## config.mk

```make
export PLATFORM = sky130hd
export DESIGN_NAME = irf_decomposer
export DESIGN_NICKNAME = d
export VERILOG_FILES = /design/src/rtl/irf_pkg.sv /design/src/rtl/irf_halver.sv /design/src/rtl/irf_cic_map.sv /design/src/rtl/irf_result_reg.sv /design/src/rtl/irf_decomposer.sv
export SDC_FILE = /design/constraint.sdc
export NUM_CORES = 1
export LEC_CHECK = 0
export BUFFER_PORTS_ARGS = -buffer_cell sky130_fd_sc_hd__buf_2
export CORE_ASPECT_RATIO = 0.75
export CORE_UTILIZATION = 58
export DETAILED_ROUTE_END_ITERATION = 16
export GPL_ROUTABILITY_DRIVEN = 0
export PLACE_DENSITY_LB_ADDON = 0.2
export SLEW_MARGIN = 20
export SYNTH_ARGS = -nofsm -noshare
export SYNTH_HDL_FRONTEND = slang
export SYNTH_SLANG_ARGS = --single-unit
```

## constraint.sdc

```tcl
create_clock -name clk -period 5.2 [get_ports clk]
set_input_delay 1.04 -clock clk [delete_from_list [all_inputs] [get_ports clk]]
set_output_delay 1.04 -clock clk [all_outputs]
set_load 0.01 [all_outputs]
```

## src/rtl/irf_pkg.sv

```systemverilog
package irf_pkg;

  typedef enum logic [0:0] {
    ENG_IDLE = 1'b0,
    ENG_RUN  = 1'b1
  } eng_state_t;

endpackage

```

## src/rtl/irf_halver.sv

```systemverilog
module irf_halver #(
  parameter int RATE_W = 32,
  parameter int NUM_HB = 3,
  parameter int CNT_W  = 8
) (
  input  logic              clk,
  input  logic              rst,
  input  logic              start,
  input  logic [RATE_W-1:0] rate,
  output logic              busy,
  output logic              finish,
  output logic [RATE_W-1:0] work,
  output logic [CNT_W-1:0]  count,
  output logic [RATE_W-1:0] total
);
  import irf_pkg::*;

  localparam logic [CNT_W-1:0] HB_LIMIT = CNT_W'(NUM_HB);

  eng_state_t state_q;
  logic       can_halve;

  // A halving step is legal when the value is even and stages remain.
  assign can_halve = (work[0] == 1'b0) && (count < HB_LIMIT);
  assign busy      = (state_q == ENG_RUN);
  assign finish    = busy && !can_halve;

  always_ff @(posedge clk) begin
    if (rst) begin
      state_q <= ENG_IDLE;
      work    <= '0;
      count   <= '0;
      total   <= '0;
    end else begin
      case (state_q)
        ENG_IDLE: begin
          if (start) begin
            state_q <= ENG_RUN;
            work    <= rate;
            count   <= '0;
            total   <= rate;
          end
        end
        ENG_RUN: begin
          if (can_halve) begin
            work  <= work >> 1;
            count <= count + 1'b1;
          end else begin
            state_q <= ENG_IDLE;
          end
        end
        default: state_q <= ENG_IDLE;
      endcase
    end
  end

endmodule

```

## src/rtl/irf_cic_map.sv

```systemverilog
module irf_cic_map #(
  parameter int RATE_W  = 32,
  parameter int CIC_W   = 8,
  parameter int CIC_MAX = 128
) (
  input  logic [RATE_W-1:0] work,
  output logic [CIC_W-1:0]  cic,
  output logic              bad
);
  localparam logic [CIC_W:0] MAX_EXT = (CIC_W+1)'(CIC_MAX);

  logic [CIC_W-1:0] raw;

  assign raw = work[CIC_W-1:0];

  always_comb begin
    cic = (raw == '0) ? CIC_W'(1) : raw;
    bad = ({1'b0, cic} > MAX_EXT) || (cic == '0);
  end

endmodule

```

## src/rtl/irf_result_reg.sv

```systemverilog
module irf_result_reg #(
  parameter int RATE_W = 32,
  parameter int CNT_W  = 8,
  parameter int CIC_W  = 8
) (
  input  logic              clk,
  input  logic              rst,
  input  logic              capture,
  input  logic [CNT_W-1:0]  count,
  input  logic [CIC_W-1:0]  cic,
  input  logic              bad,
  input  logic [RATE_W-1:0] total,
  output logic              done,
  output logic [CNT_W-1:0]  hb_q,
  output logic [CIC_W-1:0]  cic_q,
  output logic [CNT_W+CIC_W-1:0] cfg_q,
  output logic [RATE_W-1:0] total_q,
  output logic              err_q
);

  always_ff @(posedge clk) begin
    if (rst) begin
      done    <= 1'b0;
      hb_q    <= '0;
      cic_q   <= '0;
      cfg_q   <= '0;
      total_q <= '0;
      err_q   <= 1'b0;
    end else begin
      done <= capture;
      if (capture) begin
        hb_q    <= count;
        cic_q   <= cic;
        cfg_q   <= {count, cic};
        total_q <= total;
        err_q   <= bad;
      end
    end
  end

endmodule

```

## src/rtl/irf_decomposer.sv

```systemverilog
module irf_decomposer #(
  parameter int RATE_W  = 32,
  parameter int NUM_HB  = 3,
  parameter int CIC_MAX = 128,
  parameter int CNT_W   = 8,
  parameter int CIC_W   = 8
) (
  input  logic                   clk,
  input  logic                   rst,
  input  logic                   start_i,
  input  logic [RATE_W-1:0]      rate_i,
  output logic                   busy_o,
  output logic                   done_o,
  output logic [CNT_W-1:0]       hb_count_o,
  output logic [CIC_W-1:0]       cic_rate_o,
  output logic [CNT_W+CIC_W-1:0] cfg_word_o,
  output logic [RATE_W-1:0]      total_rate_o,
  output logic                   err_o
);

  logic              eng_finish;
  logic [RATE_W-1:0] eng_work;
  logic [CNT_W-1:0]  eng_count;
  logic [RATE_W-1:0] eng_total;
  logic [CIC_W-1:0]  map_cic;
  logic              map_bad;

  irf_halver #(
    .RATE_W (RATE_W),
    .NUM_HB (NUM_HB),
    .CNT_W  (CNT_W)
  ) u_halver (
    .clk    (clk),
    .rst    (rst),
    .start  (start_i),
    .rate   (rate_i),
    .busy   (busy_o),
    .finish (eng_finish),
    .work   (eng_work),
    .count  (eng_count),
    .total  (eng_total)
  );

  irf_cic_map #(
    .RATE_W  (RATE_W),
    .CIC_W   (CIC_W),
    .CIC_MAX (CIC_MAX)
  ) u_map (
    .work (eng_work),
    .cic  (map_cic),
    .bad  (map_bad)
  );

  irf_result_reg #(
    .RATE_W (RATE_W),
    .CNT_W  (CNT_W),
    .CIC_W  (CIC_W)
  ) u_result (
    .clk     (clk),
    .rst     (rst),
    .capture (eng_finish),
    .count   (eng_count),
    .cic     (map_cic),
    .bad     (map_bad),
    .total   (eng_total),
    .done    (done_o),
    .hb_q    (hb_count_o),
    .cic_q   (cic_rate_o),
    .cfg_q   (cfg_word_o),
    .total_q (total_rate_o),
    .err_q   (err_o)
  );

endmodule

```

Word-level counts from Yosys, hierarchy flattened:

Index checks and enable logic that the tools add are counted.

* $add $sub $neg: 1
* order comparisons: 2
* eq/ne operators: 2
* muxes and demuxes: 10
* bitwise operators: 2
* reductions and logical operators: 8

Operators with widths (number)
* $mux W32: 2
* $pmux W32 S2: 1
* $mux W8: 3
* $logic_not A8 Y1: 2
* $pmux W8 S2: 1
* $add A8 B1 Y8 const B: 1
* $gt A8 B8 Y1 const B: 1
* $lt A8 B2 Y1 const B: 1
* $ne A2 B2 Y1 const B: 2
* $reduce_and A2 Y1: 2
* $logic_and A1 B1 Y1: 2
* $mux W1: 2
* $not A1 Y1: 2
* $pmux W1 S2: 1
* $logic_not A1 Y1: 1
* $logic_or A1 B1 Y1: 1

* register bits: 139
* bits of input ports: 35
* logic and storage cells: 35

Logic depth before layout (Yosys ltp):

Gate-level depths: netlist of the first run.

* depth in word-level cells: 4
* mapped depth: 6

Cells and area by module:

A second synthesis of the first run with hierarchy kept.

* cell total of the unflattened synthesis: 547
* area, all modules: 5287.6 um^2

By module, submodules not included
* irf_halver: instances 1, cells each 358, area an instance 3309.4 um^2, seq. area each 1461.4 um^2
* irf_result_reg: instances 1, cells each 177, area an instance 1916.8 um^2, seq. area each 1001.0 um^2
* irf_cic_map: instances 1, cells each 12, area an instance 61.3 um^2, seq. area each 0.0 um^2

Least setup slack after synthesis of the first run:

Ideal clock, no wire load.

* path type: input to register
* start: in start_i
* end: reg u_halver.work[10]
* setup time: 0.059 ns
* data arrival time: 1.936 ns
* data required time: 5.141 ns
* path slack: 3.206 ns
* stages on the path: 5
* buffers on the path: 2
* cells stage by stage: nand2b_1 -> clkbuf_1 -> clkbuf_1 -> o21a_1 -> o221a_2

* cells in the longest elaborated chain, start to end: 2

Ends and longest elaborated chain
* start: declaration: line irf_decomposer.sv:10 `input logic start_i,`
* $ne A2 B2 Y1 (no line)
* $reduce_and A2 Y1 (no line)
* end signal: assignment: line irf_halver.sv:39 `work <= rate;`
* end signal: assignment: line irf_halver.sv:46 `work <= work >> 1;`
* end: declaration: line irf_halver.sv:12 `output logic [RATE_W-1:0] work,`

Every way passes these cells.
A chain may end at the register's enable or synchronous reset.

==> run metrics, run 1 <==
CTS sink count=123; fill cell count=595; wl on met1=4810 um; post-synthesis sequential area ratio=50.8%; area used by multi-input combinational logic=2080 um2; TritonCTS Buffers=17; Final Max Tran Viols=0; Reg area=2460 um2; Peak VDD IR=0.000223 V; DR pass1 iterations=5; syn nets=551; FFs w/ async S/R, synth=0%; # rows=28; Synth cell types=34; Area contributors post-synth=dfxtp_1 51%, nand2_1 11%, mux2i_1 9.1%; post_cts resized=0; Final Routed Wirelength=10700 um; worst-path maximum fanout=60; Crit Path Category=in2reg; Post-synth EDFFs=0; crit share post-route=53.0%; Initial Util=60.7%; area share of the leading cell type in the synthesized netlist=50.8%; Clock Latency Late Sink=0.52 ns; DR vias/cell=5.55; P&R area growth vs syn=21.0%; met2 WL post-DR=5290 um; Post-DP HPWL=6540 um; crit path launch type=input pin; Synth Cell Area=4850 um2; hold-fix buffer count after cts=0; Max-cap violations=0; CTS root buf=clkbuf_8; per-cell routed wire length=15.2 um; TNS Setup=0 ns; WL met3=548 um; via count=3902; final hold viol count=0; Lkg Pwr=0.00251 uW; TritonCTS clock tree=done; number of global-route vias before repair=3666; Synth area leader=dfxtp_1; DIE AREA=8730 um2; CTS H-tree lvls=4; Final min period=2.76 ns; fmax=0.363 GHz; slew at the pin closest to its max-slew limit=1.09 ns; Rel. slew slack=26.8%; Die Y=81.2 um; final net count=621; CTS max path bufs=2; pin count of the biggest net entering global routing=61; total power=2440 uW; grt ovf=0; Detail Route Antenna Nets=0; # setup viols final=0; layout cells sized above 1=29.3%; Crit. End Element=flop; WP data arrival=3.16 ns; RSZ-0062 raised after global routing=false; port bufs=101; Max Used Layer=met4; Worst Clk Skew=0.00805 ns; num ports=102; CP required=5.60 ns; setup bufs post-CTS=0; pwr dens=416 nW/um2; initial DRC count=196; flops & latches, synth=123; Mapped Avg Cell Area=9.41 um2; min-delay worst type=reg2reg; DRC=0; outcome=complete, no violations; Mapped Cells=515; Synth Flop Type=dfxtp_1; Die W=108 um; first-pass GRT wire length=17300 um; Clock Pin Slew Worst Setup and Hold Paths=0.06 ns; n_diodes=0; initial antenna violation count=0; YS warnings=0; Core Box Area=7990 um2; GRT Util Overall=25.5%
layer usage:
layer  vias up  GRT usage [%]
li1       1913              -
met1      1870           32.0
met2       111           42.1
met3         8           7.38
met4         0           9.32
met5         -              0
registers in the layout, indices dropped and copies added, names as in the netlist:
| signal | cells |
|---|---|
| u_result.total_q | 32 |
| u_result.err_q | 1 |
| u_halver.count | 8 |
| u_halver.busy | 1 |
| u_result.hb_q | 8 |
| u_halver.total | 32 |
| u_result.cfg_q | 8 |
| u_result.done | 1 |
| u_halver.work | 32 |
cell families after synthesis:
kind of cell               after synthesis  synth area share, %
AOI/OAI and AO/OA                      108                 17.8
adders and majority gates                1                0.258
buffers and inverters                   61                 6.63
DFF                                    123                 50.8
muxes                                   46                 9.55
and+or+nand+nor                        176                 15.0
through the flow:
stage	instances	hold WS, ns	util [%]	setup WS, ns	area [um2]
after floorplan	515	0.437	-	3.21	4850
after CTS	703	0.454	73.4	2.48	5870
after global routing	703	0.467	73.4	2.33	5870
after global placement	670	0.440	65.7	2.00	5250
after detailed placement	671	0.445	65.9	1.96	5260
final	703	0.449	73.4	2.44	5870
cell usage after synthesis (3+ instances only):
master,number
buf_1,3
mux2i_1,44
and3_1,10
nand2_1,147
nor2_1,5
nor2b_1,3
buf_2,5
buf_4,17
clkbuf_1,30
o221a_2,23
buf_6,3
inv_1,3
o221a_1,7
o21a_1,30
nand2b_1,3
a21oi_1,35
dfxtp_1,123
a31o_2,5
power breakdown:
part	switching, uW	internal, uW
logic	121	89.8
registers	36.3	996
clock network	409	787
total	566	1870
worst max-delay path: stages:
cell	delay, ns
buf_2	0.07
buf_4	0.41
clkinv_2	0.73
buf_4	0.55
o21a_1	0.18
o221a_2	0.12
final cells by class:
class                      instances  share of cell area, %
multi-input combinational        331                   35.5
clock buffer                      20                   7.42
tap                              105                   2.24
clock inverter                    12                   2.92
timing repair buffer             109                   9.77
inverter                           3                  0.213
sequential                       123                   42.0
cell usage in the layout, fill, tap and decap left out, types with 3 or more instances in the layout:
cell and n:
bufinv_16 4, o221a_1 7, clkbuf_16 16, clkinv_2 5, clkinvlp_4 3, o221a_2 23, mux2i_1 44, buf_4 7
nand2_1 147, and3_1 10, nor2_1 5, dfxtp_1 123, a31o_2 5, o21a_1 30, buf_2 101, a21oi_1 34
final timing paths:
check / start / endpoint / slack (ns) / depth (start not counted)
hold reg to reg: u_result.total_q[20] / u_result.total_q[20] / 0.45 / 2
setup reg to reg: u_halver.count[0] / u_halver.count[0] / 2.53 / 5
hold / removal: u_result.total_q[20] / u_result.total_q[20] / 0.45 / 2
setup / recovery: rst / u_halver.work[17] / 2.44 / 6
(Power assumes the default switching activity.)
==> inputs of run 2 (changes only) <==
- CORE_UTILIZATION: 58 -> 49
- clock period: 5.2 -> 2.4 ns (I/O delays scaled with it)
==> run metrics, run 2 (synthesis results as in run 1) <==
first-pass GRT wire length=16600 um (was 17300 um); DR pass1 iterations=5 (unchanged); pwr dens=859 nW/um2 (was 416 nW/um2); Largest delay share family, worst path=simple AND/OR/NAND/NOR gates (was buffers and inverters); Max-cap violations=0 (unchanged); CTS max path bufs=2 (unchanged); P_sw=1210 uW (was 566 uW); CTS sink count=123 (unchanged); pin count of the biggest net entering global routing=64 (was 61); Clock Pin Slew Worst Setup and Hold Paths=0.06 ns (about the same); port bufs=101 (unchanged); RSZ-0062 raised after global routing=false (unchanged); biggest regs=u_halver.total (32), u_halver.work (32), u_result.total_q (32) (unchanged); Internal=3880 uW (was 1870 uW); hold-fix buffer count after cts=0 (unchanged); switching part of the total=23.9% (was 23.2%); Crit. End Element=flop (unchanged); GRT Util Overall=21.1% (was 25.5%); final net count=630 (was 621); Final Routed Wirelength=10300 um (was 10700 um); Die W=117 um (was 108 um); Lkg Pwr=0.00253 uW (was 0.00251 uW); post-layout util=61.6% (was 73.4%); Rel. slew slack=69.3% (was 26.8%); setup bufs post-CTS=0 (unchanged); most frequent cells in the layout=147 x nand2_1, 123 x dfxtp_1, 101 x buf_2 (unchanged); grt ovf=0 (unchanged); Core Box Area=9620 um2 (was 7990 um2); layout cells sized above 1=30.3% (was 29.3%); TritonCTS Buffers=17 (unchanged); # setup viols final=0 (unchanged); CTS root buf=clkbuf_16 (was clkbuf_8); num ports=102 (unchanged); number of global-route vias before repair=3432 (was 3666); Clock Latency Late Sink=0.40 ns (was 0.52 ns); DIE AREA=10300 um2 (was 8730 um2); worst path bufs/invs=1 (was 4); Die Y=88.1 um (was 81.2 um); crit path launch type=flop (was input pin); Peak VDD IR=0.000692 V (was 0.000223 V); final hold viol count=0 (unchanged); Finished Cell Area=5930 um2 (was 5870 um2); TNS Setup=0 ns (unchanged); slew at the pin closest to its max-slew limit=0.460 ns (was 1.09 ns); crit share post-route=74.3%; via count=3819 (was 3902); TritonCTS clock tree=done (unchanged); n_diodes=0 (unchanged); per-cell routed wire length=14.0 um (was 15.2 um); commonest non-fill, non-tap cell in the layout=nand2_1 (unchanged); outcome=complete, no violations (unchanged); CTS H-tree lvls=4 (unchanged); post_cts resized=0 (unchanged); clock power share=47.0% (was 49.0%); initial DRC count=247 (was 196); Reg area=2460 um2 (unchanged); P&R area growth vs syn=22.2% (was 21.0%); Final min period=1.78 ns; Comb pwr share=9.2% (was 8.6%); Final Max Tran Viols=0 (unchanged); min-delay worst type=in2reg (was reg2reg); Initial Util=50.4% (was 60.7%); worst-path maximum fanout=10 (was 60); DRC=0 (unchanged); Detail Route Antenna Nets=0 (unchanged); slowest CP cell=or4_4 (was clkinv_2); # rows=31 (was 28); CP required=2.72 ns (was 5.60 ns); Worst Clk Skew=0.0131 ns (was 0.00805 ns); Post-DP HPWL=6800 um (was 6540 um); max incr delay on CP=0.45 ns (was 0.73 ns); DR vias/cell=5.17 (was 5.55); Critical Path, Cell by Cell=ha_1 -> or4_4 -> o21ai_0 -> buf_4 -> mux2i_1 (was buf_2 -> buf_4 -> clkinv_2 -> buf_4 -> o21a_1 -> o221a_2); Flop pwr share=43.9% (was 42.3%); area used by multi-input combinational logic=2080 um2 (unchanged); DP Area=5370 um2 (was 5260 um2); WP data arrival=2.10 ns (was 3.16 ns); fill cell count=838 (was 595); fmax=0.561 GHz; Crit Path Category=reg2reg (was in2reg); initial antenna violation count=0 (unchanged)
run 2: changes by cell type in the layout (fill, tap and decap cells not counted), sizes merged:
cell	delta
clkinv	+1
clkbuf	-1
clkinvlp	+2
bufinv	-2
buf	+9
run 2: area by class of cell:
class | count | area share (%)
inverters | 3 | 0.211
clock buffers | 19 | 7.30
repair buffers | 118 | 10.9
well taps | 132 | 2.79
multi-input cells | 331 | 35.1
flip-flops and latches | 123 | 41.5
clock inverters | 13 | 2.15
run 2: layer usage:
layer	track usage (%)	share of wire, %
met4	7.48	0.90
met1	29.2	49
met5	0	0
met2	31.8	45
met3	5.40	5.2
run 2: final timing paths:
kind | startpoint | end | cells after the start | slack [ns]
worst max-delay path | u_halver.count[0] | u_result.err_q | 5 | 0.62
worst min-delay path | rate_i[26] | u_halver.total[26] | 3 | 0.32
worst max register to register | u_halver.count[0] | u_result.err_q | 5 | 0.62
worst min register to register | u_halver.total[7] | u_halver.total[7] | 2 | 0.45
run 2: power groups by stage:
| stage | combinational, uW | sequential (uW) | clock, uW |
|---|---|---|---|
| after floorplan | 339 | 2260 | 0 |
| after global placement | 453 | 2270 | 0 |
| final | 466 | 2230 | 2390 |
| after CTS | 470 | 2230 | 2430 |
| after detailed placement | 465 | 2270 | 0 |
| after global routing | 516 | 2250 | 2530 |
run 2: through the flow:
stage	hold slack [ns]	total power, uW	setup WS [ns]	std cells
final	0.325	5090	0.617	739
after global routing	0.323	5290	0.531	739
after CTS	0.310	5140	0.598	739
after detailed placement	0.444	2740	0.612	707
after global placement	0.440	2720	0.709	707
after floorplan	0.437	2600	0.733	515
run 2: tightest hold or removal path, cell delays in order:
cell,delay [ns]
buf_2,0.10
nand2_1,0.05
a21oi_1,0.05
